## src/rtl/coh_pkg.sv

```systemverilog
package coh_pkg;

  typedef enum logic [1:0] {
    ST_I  = 2'd0,
    ST_VE = 2'd1,
    ST_SH = 2'd2,
    ST_DT = 2'd3
  } line_st_e;

  typedef enum logic [1:0] {
    OP_NONE = 2'd0,
    OP_RD   = 2'd1,
    OP_WR   = 2'd2,
    OP_RSV  = 2'd3
  } bus_op_e;

endpackage

```

## src/rtl/coh_bus_step.sv

```systemverilog
// Applies pending-transaction resolution and one snooped bus operation to a line.
module coh_bus_step
  import coh_pkg::*;
#(
  parameter int TW     = 5,
  parameter int DW     = 16,
  parameter int CW     = 2,
  parameter int IDW    = 2,
  parameter int RELOAD = 3,
  parameter int MY_ID  = 0
) (
  input  line_st_e          st_i,
  input  logic              stale_i,
  input  logic [TW-1:0]     tag_i,
  input  logic [DW-1:0]     data_i,
  input  logic [CW-1:0]     cnt_i,
  input  logic [IDW-1:0]    last_i,
  input  logic              resolve_i,
  input  logic              shared_in,
  input  logic              sel_i,
  input  bus_op_e           op_i,
  input  logic [TW-1:0]     btag_i,
  input  logic [DW-1:0]     bdata_i,
  input  logic [IDW-1:0]    bsrc_i,
  output line_st_e          st_o,
  output logic              stale_o,
  output logic [TW-1:0]     tag_o,
  output logic [DW-1:0]     data_o,
  output logic [CW-1:0]     cnt_o,
  output logic [IDW-1:0]    last_o,
  output logic              shared_o,
  output logic              supply_o,
  output logic [DW-1:0]     sup_data_o
);

  localparam logic [CW-1:0]  RLD = CW'(RELOAD);
  localparam logic [IDW-1:0] ME  = IDW'(MY_ID);

  line_st_e      st0;
  logic          tmatch;
  logic          own;
  logic [CW-1:0] base;
  logic [CW-1:0] nxt;

  always_comb begin
    st0 = st_i;
    if (resolve_i && st_i == ST_SH && !shared_in) st0 = ST_VE;

    st_o       = st0;
    stale_o    = stale_i;
    tag_o      = tag_i;
    data_o     = data_i;
    cnt_o      = cnt_i;
    last_o     = last_i;
    shared_o   = 1'b0;
    supply_o   = 1'b0;
    sup_data_o = '0;
    tmatch     = (tag_i == btag_i);
    own        = (bsrc_i == ME);
    base       = (bsrc_i != last_i) ? RLD : cnt_i;
    nxt        = (base == '0) ? '0 : base - 1'b1;

    if (sel_i && own) begin
      if (op_i == OP_WR && tmatch && st0 != ST_I) begin
        data_o = bdata_i;
      end else begin
        st_o    = ST_SH;
        stale_o = 1'b0;
        tag_o   = btag_i;
        data_o  = bdata_i;
        cnt_o   = RLD;
        last_o  = ME;
      end
    end else if (sel_i && tmatch && op_i == OP_WR && st0 != ST_I) begin
      cnt_o  = nxt;
      last_o = bsrc_i;
      if (nxt == '0) begin
        st_o    = ST_I;
        stale_o = 1'b1;
      end else begin
        st_o     = ST_SH;
        data_o   = bdata_i;
        shared_o = 1'b1;
      end
    end else if (sel_i && tmatch && op_i == OP_RD) begin
      if (st0 != ST_I) begin
        st_o     = ST_SH;
        shared_o = 1'b1;
        if (st0 == ST_DT) begin
          supply_o   = 1'b1;
          sup_data_o = data_i;
        end
      end else if (stale_i) begin
        st_o     = ST_SH;
        stale_o  = 1'b0;
        data_o   = bdata_i;
        cnt_o    = RLD;
        last_o   = ME;
        shared_o = 1'b1;
      end
    end
  end

endmodule

```

## src/rtl/coh_cpu_step.sv

```systemverilog
// Applies one processor access to a line (after the snoop has been applied).
module coh_cpu_step
  import coh_pkg::*;
#(
  parameter int TW     = 5,
  parameter int DW     = 16,
  parameter int CW     = 2,
  parameter int IDW    = 2,
  parameter int RELOAD = 3,
  parameter int MY_ID  = 0
) (
  input  line_st_e       st_i,
  input  logic [TW-1:0]  tag_i,
  input  logic [DW-1:0]  data_i,
  input  logic [CW-1:0]  cnt_i,
  input  logic [IDW-1:0] last_i,
  input  logic           sel_i,
  input  logic           wr_i,
  input  logic [TW-1:0]  ctag_i,
  input  logic [DW-1:0]  wdata_i,
  output line_st_e       st_o,
  output logic [DW-1:0]  data_o,
  output logic [CW-1:0]  cnt_o,
  output logic [IDW-1:0] last_o,
  output logic           hit_o,
  output logic [DW-1:0]  rdata_o,
  output logic           bc_o,
  output logic           bcwr_o
);

  localparam logic [CW-1:0]  RLD = CW'(RELOAD);
  localparam logic [IDW-1:0] ME  = IDW'(MY_ID);

  always_comb begin
    st_o    = st_i;
    data_o  = data_i;
    cnt_o   = cnt_i;
    last_o  = last_i;
    hit_o   = sel_i && st_i != ST_I && tag_i == ctag_i;
    rdata_o = '0;
    bc_o    = 1'b0;
    bcwr_o  = 1'b0;
    if (hit_o) begin
      rdata_o = data_i;
      cnt_o   = RLD;
      last_o  = ME;
      if (wr_i) begin
        data_o = wdata_i;
        if (st_i == ST_SH) begin
          bc_o   = 1'b1;
          bcwr_o = 1'b1;
        end else begin
          st_o = ST_DT;
        end
      end
    end else if (sel_i) begin
      bc_o   = 1'b1;
      bcwr_o = wr_i;
    end
  end

endmodule

```

## src/rtl/coh_update_snooper.sv

```systemverilog
module coh_update_snooper
  import coh_pkg::*;
#(
  parameter int AW     = 8,
  parameter int DW     = 16,
  parameter int NLINES = 8,
  parameter int IDW    = 2,
  parameter int MY_ID  = 0,
  parameter int RELOAD = 3
) (
  input  logic           clk,
  input  logic           rst,
  input  logic           cpu_req,
  input  logic           cpu_wr,
  input  logic [AW-1:0]  cpu_addr,
  input  logic [DW-1:0]  cpu_wdata,
  output logic           cpu_done,
  output logic           cpu_hit,
  output logic [DW-1:0]  cpu_rdata,
  output logic           bc_req,
  output logic           bc_wr,
  output logic [AW-1:0]  bc_addr,
  output logic [DW-1:0]  bc_data,
  input  logic           bus_valid,
  input  logic [1:0]     bus_op,
  input  logic [AW-1:0]  bus_addr,
  input  logic [DW-1:0]  bus_data,
  input  logic [IDW-1:0] bus_src,
  input  logic           shared_in,
  output logic           shared_out,
  output logic           sup_valid,
  output logic [DW-1:0]  sup_data
);

  localparam int IW = $clog2(NLINES);
  localparam int TW = AW - IW;
  localparam int CW = $clog2(RELOAD + 1);
  localparam logic [CW-1:0]  RLD = CW'(RELOAD);
  localparam logic [IDW-1:0] ME  = IDW'(MY_ID);

  line_st_e       st_q    [NLINES];
  logic           stale_q [NLINES];
  logic [TW-1:0]  tag_q   [NLINES];
  logic [DW-1:0]  data_q  [NLINES];
  logic [CW-1:0]  cnt_q   [NLINES];
  logic [IDW-1:0] last_q  [NLINES];
  logic           pend_q;
  logic [IW-1:0]  pend_idx_q;

  // after bus step
  line_st_e       st_b    [NLINES];
  logic           stale_b [NLINES];
  logic [TW-1:0]  tag_b   [NLINES];
  logic [DW-1:0]  data_b  [NLINES];
  logic [CW-1:0]  cnt_b   [NLINES];
  logic [IDW-1:0] last_b  [NLINES];
  logic           shr_b   [NLINES];
  logic           sup_b   [NLINES];
  logic [DW-1:0]  supd_b  [NLINES];
  // after processor step
  line_st_e       st_c    [NLINES];
  logic [DW-1:0]  data_c  [NLINES];
  logic [CW-1:0]  cnt_c   [NLINES];
  logic [IDW-1:0] last_c  [NLINES];
  logic           hit_c   [NLINES];
  logic [DW-1:0]  rdata_c [NLINES];
  logic           bc_c    [NLINES];
  logic           bcwr_c  [NLINES];

  bus_op_e        op_e;
  logic           bus_go;
  logic [IW-1:0]  bus_idx;
  logic [TW-1:0]  bus_tag;
  logic [IW-1:0]  cpu_idx;
  logic [TW-1:0]  cpu_tag;

  assign op_e    = bus_op_e'(bus_op);
  assign bus_go  = bus_valid && (op_e == OP_RD || op_e == OP_WR);
  assign bus_idx = bus_addr[IW-1:0];
  assign bus_tag = bus_addr[AW-1:IW];
  assign cpu_idx = cpu_addr[IW-1:0];
  assign cpu_tag = cpu_addr[AW-1:IW];

  for (genvar i = 0; i < NLINES; i++) begin : g_line
    logic sel_b;
    logic sel_c;
    logic res_b;
    assign sel_b = bus_go && bus_idx == IW'(i);
    assign sel_c = cpu_req && cpu_idx == IW'(i);
    assign res_b = pend_q && pend_idx_q == IW'(i);

    coh_bus_step #(
      .TW(TW), .DW(DW), .CW(CW), .IDW(IDW), .RELOAD(RELOAD), .MY_ID(MY_ID)
    ) u_bus (
      .st_i(st_q[i]), .stale_i(stale_q[i]), .tag_i(tag_q[i]), .data_i(data_q[i]),
      .cnt_i(cnt_q[i]), .last_i(last_q[i]), .resolve_i(res_b), .shared_in(shared_in),
      .sel_i(sel_b), .op_i(op_e), .btag_i(bus_tag), .bdata_i(bus_data), .bsrc_i(bus_src),
      .st_o(st_b[i]), .stale_o(stale_b[i]), .tag_o(tag_b[i]), .data_o(data_b[i]),
      .cnt_o(cnt_b[i]), .last_o(last_b[i]), .shared_o(shr_b[i]), .supply_o(sup_b[i]),
      .sup_data_o(supd_b[i])
    );

    coh_cpu_step #(
      .TW(TW), .DW(DW), .CW(CW), .IDW(IDW), .RELOAD(RELOAD), .MY_ID(MY_ID)
    ) u_cpu (
      .st_i(st_b[i]), .tag_i(tag_b[i]), .data_i(data_b[i]), .cnt_i(cnt_b[i]),
      .last_i(last_b[i]), .sel_i(sel_c), .wr_i(cpu_wr), .ctag_i(cpu_tag),
      .wdata_i(cpu_wdata), .st_o(st_c[i]), .data_o(data_c[i]), .cnt_o(cnt_c[i]),
      .last_o(last_c[i]), .hit_o(hit_c[i]), .rdata_o(rdata_c[i]), .bc_o(bc_c[i]),
      .bcwr_o(bcwr_c[i])
    );

    AST_LIVE_CNT_NONZERO: assert property (@(posedge clk) disable iff (rst)
      (st_q[i] != ST_I) |-> (cnt_q[i] != '0));
    AST_CNT_BOUND: assert property (@(posedge clk) disable iff (rst)
      cnt_q[i] <= RLD);
  end

  logic          shr_any, sup_any, hit_any, bc_any, bcwr_any;
  logic [DW-1:0] supd_any, rdata_any;

  always_comb begin
    shr_any   = 1'b0;
    sup_any   = 1'b0;
    hit_any   = 1'b0;
    bc_any    = 1'b0;
    bcwr_any  = 1'b0;
    supd_any  = '0;
    rdata_any = '0;
    for (int i = 0; i < NLINES; i++) begin
      shr_any   = shr_any   | shr_b[i];
      sup_any   = sup_any   | sup_b[i];
      supd_any  = supd_any  | supd_b[i];
      hit_any   = hit_any   | hit_c[i];
      rdata_any = rdata_any | rdata_c[i];
      bc_any    = bc_any    | bc_c[i];
      bcwr_any  = bcwr_any  | bcwr_c[i];
    end
  end

  always_ff @(posedge clk) begin
    if (rst) begin
      for (int i = 0; i < NLINES; i++) begin
        st_q[i]    <= ST_I;
        stale_q[i] <= 1'b0;
        tag_q[i]   <= '0;
        data_q[i]  <= '0;
        cnt_q[i]   <= RLD;
        last_q[i]  <= ME;
      end
      pend_q     <= 1'b0;
      pend_idx_q <= '0;
      cpu_done   <= 1'b0;
      cpu_hit    <= 1'b0;
      cpu_rdata  <= '0;
      bc_req     <= 1'b0;
      bc_wr      <= 1'b0;
      bc_addr    <= '0;
      bc_data    <= '0;
      shared_out <= 1'b0;
      sup_valid  <= 1'b0;
      sup_data   <= '0;
    end else begin
      for (int i = 0; i < NLINES; i++) begin
        st_q[i]    <= st_c[i];
        stale_q[i] <= stale_b[i];
        tag_q[i]   <= tag_b[i];
        data_q[i]  <= data_c[i];
        cnt_q[i]   <= cnt_c[i];
        last_q[i]  <= last_c[i];
      end
      pend_q     <= bus_go && bus_src == ME;
      pend_idx_q <= bus_idx;
      cpu_done   <= cpu_req;
      cpu_hit    <= hit_any;
      cpu_rdata  <= rdata_any;
      bc_req     <= bc_any;
      bc_wr      <= bcwr_any;
      bc_addr    <= cpu_addr;
      bc_data    <= bcwr_any ? cpu_wdata : '0;
      shared_out <= shr_any;
      sup_valid  <= sup_any;
      sup_data   <= supd_any;
    end
  end

  AST_OWN_SILENT: assert property (@(posedge clk) disable iff (rst)
    (bus_valid && bus_src == ME) |=> !shared_out);
  AST_SUPPLY_FROM_READ: assert property (@(posedge clk) disable iff (rst)
    sup_valid |-> $past(bus_valid && bus_op == 2'd1));
  AST_BC_FOLLOWS_CPU: assert property (@(posedge clk) disable iff (rst)
    bc_req |-> $past(cpu_req));
  AST_SHARED_FROM_BUS: assert property (@(posedge clk) disable iff (rst)
    shared_out |-> $past(bus_valid && bus_src != ME));

endmodule

```

## config.mk

```make
export PLATFORM = sky130hd
export DESIGN_NAME = coh_update_snooper
export DESIGN_NICKNAME = d
export VERILOG_FILES = /design/src/rtl/coh_pkg.sv /design/src/rtl/coh_bus_step.sv /design/src/rtl/coh_cpu_step.sv /design/src/rtl/coh_update_snooper.sv
export SDC_FILE = /design/constraint.sdc
export NUM_CORES = 1
export LEC_CHECK = 0
export BUFFER_PORTS_ARGS = -buffer_cell sky130_fd_sc_hd__buf_2
export CAP_MARGIN = 20
export CORE_ASPECT_RATIO = 0.6
export CORE_MARGIN = 2
export CORE_UTILIZATION = 55
export CTS_CLUSTER_DIAMETER = 150
export DETAILED_ROUTE_END_ITERATION = 10
export PLACE_DENSITY = 0.74
export SYNTH_ARGS = -nofsm -noshare
export SYNTH_HDL_FRONTEND = slang
export SYNTH_SLANG_ARGS = --single-unit
```

## constraint.sdc

```tcl
create_clock -name clk -period 4.3 [get_ports clk]
set_clock_uncertainty 0.05 [all_clocks]
set_input_delay 0.43 -clock clk [delete_from_list [all_inputs] [get_ports clk]]
set_output_delay 0.43 -clock clk [all_outputs]
set_load 0.05 [all_outputs]
```

; Word level (Yosys, flattened, before mapping)
; Memory sizes are Yosys's and may differ from the RTL's.
; Index checks and enable logic that the tools add are counted.
[totals]
regBits = 66
ramBits = 224
in_bits = 58
output_inout_bits = 62
elab_cells = 927
memories = 6
[memory_table]
columns = name, depth, width, read_ports, rd_ports_with_merged_regs, write_ports, line
row1 = data_q, 8, 16, 8, 0, 8, coh_update_snooper.sv:44  ; logic [DW-1:0] data_q [NLINES];
row2 = tag_q, 8, 5, 8, 0, 8, coh_update_snooper.sv:43  ; logic [TW-1:0] tag_q [NLINES];
row3 = cnt_q, 8, 2, 8, 0, 8, coh_update_snooper.sv:45  ; logic [CW-1:0] cnt_q [NLINES];
row4 = last_q, 8, 2, 8, 0, 8, coh_update_snooper.sv:46  ; logic [IDW-1:0] last_q [NLINES];
row5 = st_q, 8, 2, 8, 0, 8, coh_update_snooper.sv:41  ; line_st_e st_q [NLINES];
row6 = stale_q, 8, 1, 8, 0, 8, coh_update_snooper.sv:42  ; logic stale_q [NLINES];
[classes]
n_addsub = 8
n_eq_ne = 71
mux = 579
bitwise = 98
reduce_logical = 153
[op_table]
columns = cell, count
row1 = two-way mux 16 bit, 120
row2 = two-way mux 2 bit, 240
row3 = OR 16 bit, 14
row4 = two-way mux 1 bit, 195
row5 = two-way mux 5 bit, 24
row6 = logical AND 1 bit, 114
row7 = OR 1 bit, 83
row8 = equality test 5 bit, 16
row9 = "equality test 2 bit, second input constant", 25
row10 = "equality test 3 bit, second input constant", 12
row11 = logical NOT 2 bit, 17
row12 = nonzero test 2 bit, 16
row13 = "equality test 3 x 2 -> 1 bit, second input constant", 6
row14 = inequality test 2 bit, 8
row15 = "subtractor 2 x 1 -> 2 bit, second input constant", 8
row16 = "equality test 3 x 1 -> 1 bit, second input constant", 3
row17 = logical NOT 3 bit, 3
row18 = "equality test 2 x 1 -> 1 bit, second input constant", 1
row19 = OR reduction 2 bit, 1
row20 = logical NOT 1 bit, 1
row21 = logical OR 1 bit, 1
row22 = inverter 1 bit, 1

; Logic depth before layout (Yosys ltp)
[depth]
ltp_word = 23
ltp_mapped = 15
ltp_nobuf = 11

; Cells and area by module
; A second synthesis with hierarchy kept.
[unflattened]
cells_unflattened = 2032
area_unflattened_um2 = 19960.4
[by_module_without_submodules]
columns = mod, instances, cells_per_inst, area_per_inst_um2
row1 = coh_update_snooper, 1, 744, 8559.5
row2 = coh_bus_step, 8, 104, 914.6
row3 = coh_cpu_step, 8, 57, 510.5

; Worst setup path before layout
; No wires, ideal clock.
[synth_path]
path_kind = in2reg
startpoint = input bus_op[0]
endpoint = register bc_data[10]
setup_time_ns = 0.119
arrival_time_ns = 3.373
required_ns = 4.131
setup_slack_ns = 0.757
path_stages = 14
cell_sequence = inv_1 ha_1 buf_2 or4_1 buf_2 o21ai_0 and3_1 o221ai_1 or3_1 o21ai_0 nand4_1 o31ai_4 buf_4 a21boi_2
[synth_via]
elab_chain_len = 22
word_cells_on_any_way = 189
classes_between = eq/ne (18) / mux (72) / bitwise (8) / reduce/logical (91)
[synth_rtl]
columns = element, line
row1 = from (decl), coh_update_snooper.sv:25  ; input logic [1:0] bus_op,
row2 = equality test 2 x 1 -> 1 bit / equality test 2 bit (equally long branches), -
row3 = logical OR 1 bit, coh_update_snooper.sv:78  ; assign bus_go = bus_valid && (op_e == OP_RD || op_e == OP_WR);
row4 = logical AND 1 bit, coh_update_snooper.sv:78
row5 = logical AND 1 bit, coh_update_snooper.sv:88  ; assign sel_b = bus_go && bus_idx == IW'(i);
row6 = logical AND 1 bit, "coh_bus_step.sv:74, coh_bus_step.sv:85"
row7 = logical AND 1 bit (on tied branches), "coh_bus_step.sv:85, coh_bus_step.sv:74"
row8 = two-way mux 2 bit / logical AND 1 bit (equally long branches), "coh_bus_step.sv:85, coh_bus_step.sv:74"
row9 = two-way mux 2 bit, coh_bus_step.sv:74  ; end else if (sel_i && tmatch && op_i == OP_WR && st0 != ST_I) begin
row10 = two-way mux 2 bit, coh_bus_step.sv:63  ; if (sel_i && own) begin
row11 = equality test 2 bit / nonzero test 2 bit (equally long branches), "coh_cpu_step.sv:49, coh_cpu_step.sv:39"
row12 = two-way mux 1 bit / logical AND 1 bit (equally long branches), "coh_cpu_step.sv:49, coh_cpu_step.sv:39"
row13 = two-way mux 1 bit / logical AND 1 bit (equally long branches), "coh_cpu_step.sv:47, coh_cpu_step.sv:39"
row14 = two-way mux 1 bit, coh_cpu_step.sv:43  ; if (hit_o) begin
row15 = OR 1 bit (6 in a row), coh_update_snooper.sv:137  ; bcwr_any = bcwr_any | bcwr_c[i];
row16 = OR 1 bit *, coh_update_snooper.sv:137
row17 = inverter 1 bit (no source line) *, -
row18 = OR reduction 2 bit (no source line) *, -
row19 = to (signal assigned), coh_update_snooper.sv:180  ; bc_data <= bcwr_any ? cpu_wdata : '0;
row20 = to (decl), coh_update_snooper.sv:23  ; output logic [DW-1:0] bc_data,
; Every way passes the cells marked *; elsewhere a longest branch is shown, timed or not.
; A chain may end at the register's enable or synchronous reset.

==> metrics list <==
- Count of cell instances traversed by the critical path: 12
- Sequential-to-total area share from yosys stat: 0.353
- H-tree levels: 1
- Total DRC errors in the routed layout: 0
* Status: complete, no violations
* Drt via density: roughly 6.8
* Design area: approximately 0.019 mm²
- Among all flip-flop cells after synthesis, the most frequent one is dfxtp_1.
- Data arrival, critical path: ~4000 ps
- Across all register-to-register paths, the minimum setup slack is ~570 ps.
- In this design, the critical path's most frequently occurring cell is buf_4.
* Number of enable flip-flop cells after synthesis: 0
- 1st-pass router iterations: 9
* Clock input transition at the sequential cells of the worst setup and hold paths: roughly 70 ps
- Once the clock tree was built, the resizer swapped 0 gates to a different size.
- Count of max-cap constraint violations: 0
- Power consumption: just over 6 mW
* Growth of design area from synthesis to finish: 15.5%
- Yosys printed 0 warnings.
- No sink is reached through more buffers than the 3 on the longest clock path.
- Yosys instantiated no cell more often than dfxtp_1.
- After filler insertion, the fill cell instance count of the layout stands at approximately 2500.
* Initial core utilization: 0.566
- The floorplan step defined a core boundary enclosing 0.0291 mm².
- Normalized max-slew margin: 0.367
* Placed cells: roughly 2400
* Ordered list of cells on the worst path: nor2b_1, a31oi_1, nor3_1, nor3_1, buf_4, nor4b_2, buf_4, buf_12, nand2_1, buf_4, nand2_1, a21oi_1
- Post-Syn Nets: about 2000
- The number of hold buffers added after CTS was 0.
- Setup total negative slack on the finished layout was measured at 0 ps.
- Number of buffers created by CTS: 28
- Counting instances in the post-synthesis netlist gives the leading cell types as 290 x dfxtp_1, 194 x nor2_1, 172 x nand2_1.
- Summing every instance area after synthesis gives about 0.016 mm².
* Worst Tran Pin Value: roughly 950 ps
* Average cell area after synthesis: approximately 8.4 µm²
* Area after DPL: between 0.015 and 0.02 mm²
- Vias after detailed routing: around 17000
- Worst vdd ir: between 0.2 and 0.3 mV
* Capturing element of the worst setup path: data_q[0][19]
* Top-level I/O count: 120
- The worst path in the final design needs a cycle of 3730 ps, including I/O delays and setup.
- In this run the clock root is driven by a clkbuf_16.
* Highest fanout seen on the critical path: 25
* IO buf count: 119
- In the final layout, the multi-input gates occupy 0.0100 mm².
- Leaving out filler cells and counting taps, the final layout contains 2502.
* Reg-to-reg critical path startpoint: pend_idx_q[0]
- Worst setup path startpoint: pend_idx_q[0]
* Terminus of the critical flop-to-flop path: data_q[0][19]
- Worst reg-to-reg path cell count: 12
- Measured along the y axis, the die boundary spans roughly 140 µm.
- The later pin in the worst-skew pair is clocked with a latency of 570 ps.
- Cell type of the slowest stage on the worst timing path: nor2b_1
- The worst setup path is captured at a flop.
- Buffers and inverters on the worst path: 4
- Unique masters post-synth: 90
- STA classifies the critical path startpoint as a flop.
* Area contributors post-synth: dfxtp_1 35%, mux2i_1 6.7%, mux2_2 4.5%
- Derived from the worst setup path, the maximum achievable clock frequency is about 0.27 GHz.
- Family with the most delay on the worst path: simple AND/OR/NAND/NOR gates
- Wire length after detailed routing: ~63000 µm
- The total overflow left after global routing is 0.
- Period utilisation layout: 0.868
- The die covers 0.0314 mm².
- DRT antenna net count: 0
* Tightest Hold Check Type: primary input to flop
- Post-layout utilization of the core: 0.654
* X dimension of the die: roughly 230 µm
- Final Hold Vio Count: 0
- Detailed placement finished with a half-perimeter wire length of 44400 µm.
- TritonCTS clock tree: yes
- At the end of routability-driven placement, the weighted congestion stood at ~1.1.
* Delay of the slowest critical-path stage: between 600 and 700 ps
- Power density over the cells: ~320 mW/mm²
- Fraction of registers with async set/reset: 0
* Antenna violations before repair: 2
- Of the cells placed in the final design, the portion with a size suffix greater than 1 is 0.195.
- Global-route wire length before repair: ~94000 µm
* Total of flip-flops plus latches after synthesis: between 200 and 300
- Synthesized instance count: about 2000
- The detailed router finished its first iteration with ~2600 violations.
- Summed over all cells, the static leakage comes to approximately 7.3 nW.
- Area leader, netlist: dfxtp_1
* Number of max-slew violations in the final report: 0
- Setup violations remaining at the end of the flow were counted as 0.
* Largest net degree at the start of global routing: 134
- The via count of the first global-routing pass came to about 16000.
- Reg area: a little under 0.006 mm²
- After detailed routing, the average wire length per cell comes to about 25 µm.
* Crit Path Category: flop to flop
- Post-layout nets: 2139
- Setup repair after global routing left no endpoint under its margin.
* Row cnt: between 40 and 50
* All-Layer GR Usage: 0.396
- Data required time at the worst endpoint: 4650 ps
- Once the clock tree was built, the setup fixing pass inserted 0 buffers.
* Clock sink total: just under 300
* Top cell type's share of synthesized area: 0.353
-- metal layers --
layer  share of wire  global-route usage
met1            0.42               0.572
met2            0.38               0.535
met3            0.17               0.152
met4           0.030               0.116
met5          0.0018              0.0274
-- cell families after synthesis --
kind of cell / after synthesis / share of synthesized area
multiplexers: 176 / 0.112
AO/OA/AOI/OAI: 529 / 0.229
adder cells (fa/ha/maj): 2 / 0.00152
AND/OR/NAND/NOR: 711 / 0.216
buffers and inverters: 174 / 0.0437
flip-flops: 290 / 0.353
XOR/XNOR: 84 / 0.0447
-- stage by stage --
step / hold WS [ps] / setup WS (ps)
floorplan: 394 / 757
global placement: 422 / 304
detailed placement: 427 / 215
CTS: 132 / 776
global route: 146 / 470
finish: 139 / 566
-- flip-flops by register name, indices dropped and copies added (netlist names) --
name / cells
bc_addr: 8
bc_data: 16
bc_req: 1
bc_wr: 1
cnt_q: 16
cpu_done: 1
cpu_hit: 1
cpu_rdata: 16
data_q: 128
last_q: 16
pend_idx_q: 3
pend_q: 1
shared_out: 1
st_q: 16
stale_q: 8
sup_data: 16
sup_valid: 1
tag_q: 40
-- worst reg2reg max path: stages, from the launching register on --
cell and delay, ps:
dfxtp_1 550, nor2b_1 630, a31oi_1 240, nor3_1 520
nor3_1 140, buf_4 170, nor4b_2 330, buf_4 190
buf_12 190, nand2_1 100, buf_4 280, nand2_1 100
a21oi_1 70
-- cell type report --
class,instances,share of cell area
Multi-Input combinational cell,1502,0.526
Sequential cell,290,0.306
Timing Repair Buffer,232,0.0834
Clock buffer,36,0.0422
Tap cell,400,0.0263
Clock inverter,16,0.0113
Inverter,25,0.00494
Antenna cell,1,0.000132
-- cells in the final DEF, fill, tap and decap left out, types with 13 or more instances in the layout --
master     count
o211ai_1      16
nand3_1       74
nor3b_1       17
o21ai_0       61
nand2b_1      19
inv_1         23
o22a_1        16
a222oi_1      33
nor3_1        55
mux2_2        66
a22oi_1       34
xnor2_1       63
buf_4        102
a31oi_1       47
nand4_1       16
a211oi_1      68
nand2_1      172
dfxtp_1      290
buf_2        118
nor4_1        17
mux2i_1      110
clkbuf_16     29
nor2b_1       51
a221oi_1      32
nor2_1       190
a21oi_1      114
o22ai_1       13
xor2_1        21
-- worst min path at each step --
| stage | from | cells after the start | to |
|---|---|---|---|
| 6_report | bus_addr[0] | 2 | pend_idx_q[0] |
| 5_1_grt | cpu_addr[1] | 2 | bc_addr[1] |
| 4_1_cts | bus_addr[0] | 2 | pend_idx_q[0] |
| 3_5_place_dp | stale_q[0][3] | 2 | stale_q[0][3] |
| 3_3_place_gp | stale_q[0][0] | 2 | stale_q[0][0] |
| 2_1_floorplan | stale_q[0][3] | 2 | stale_q[0][3] |
-- power by group --
group	leakage [nW]	total (mW)	internal, mW	switching (mW)
clock network	0.502	2.77	1.62	1.15
logic	4.48	0.541	0.148	0.393
registers	2.34	2.72	2.71	0.0178
total	7.33	6.03	4.47	1.56
(Power assumes the default switching activity.)
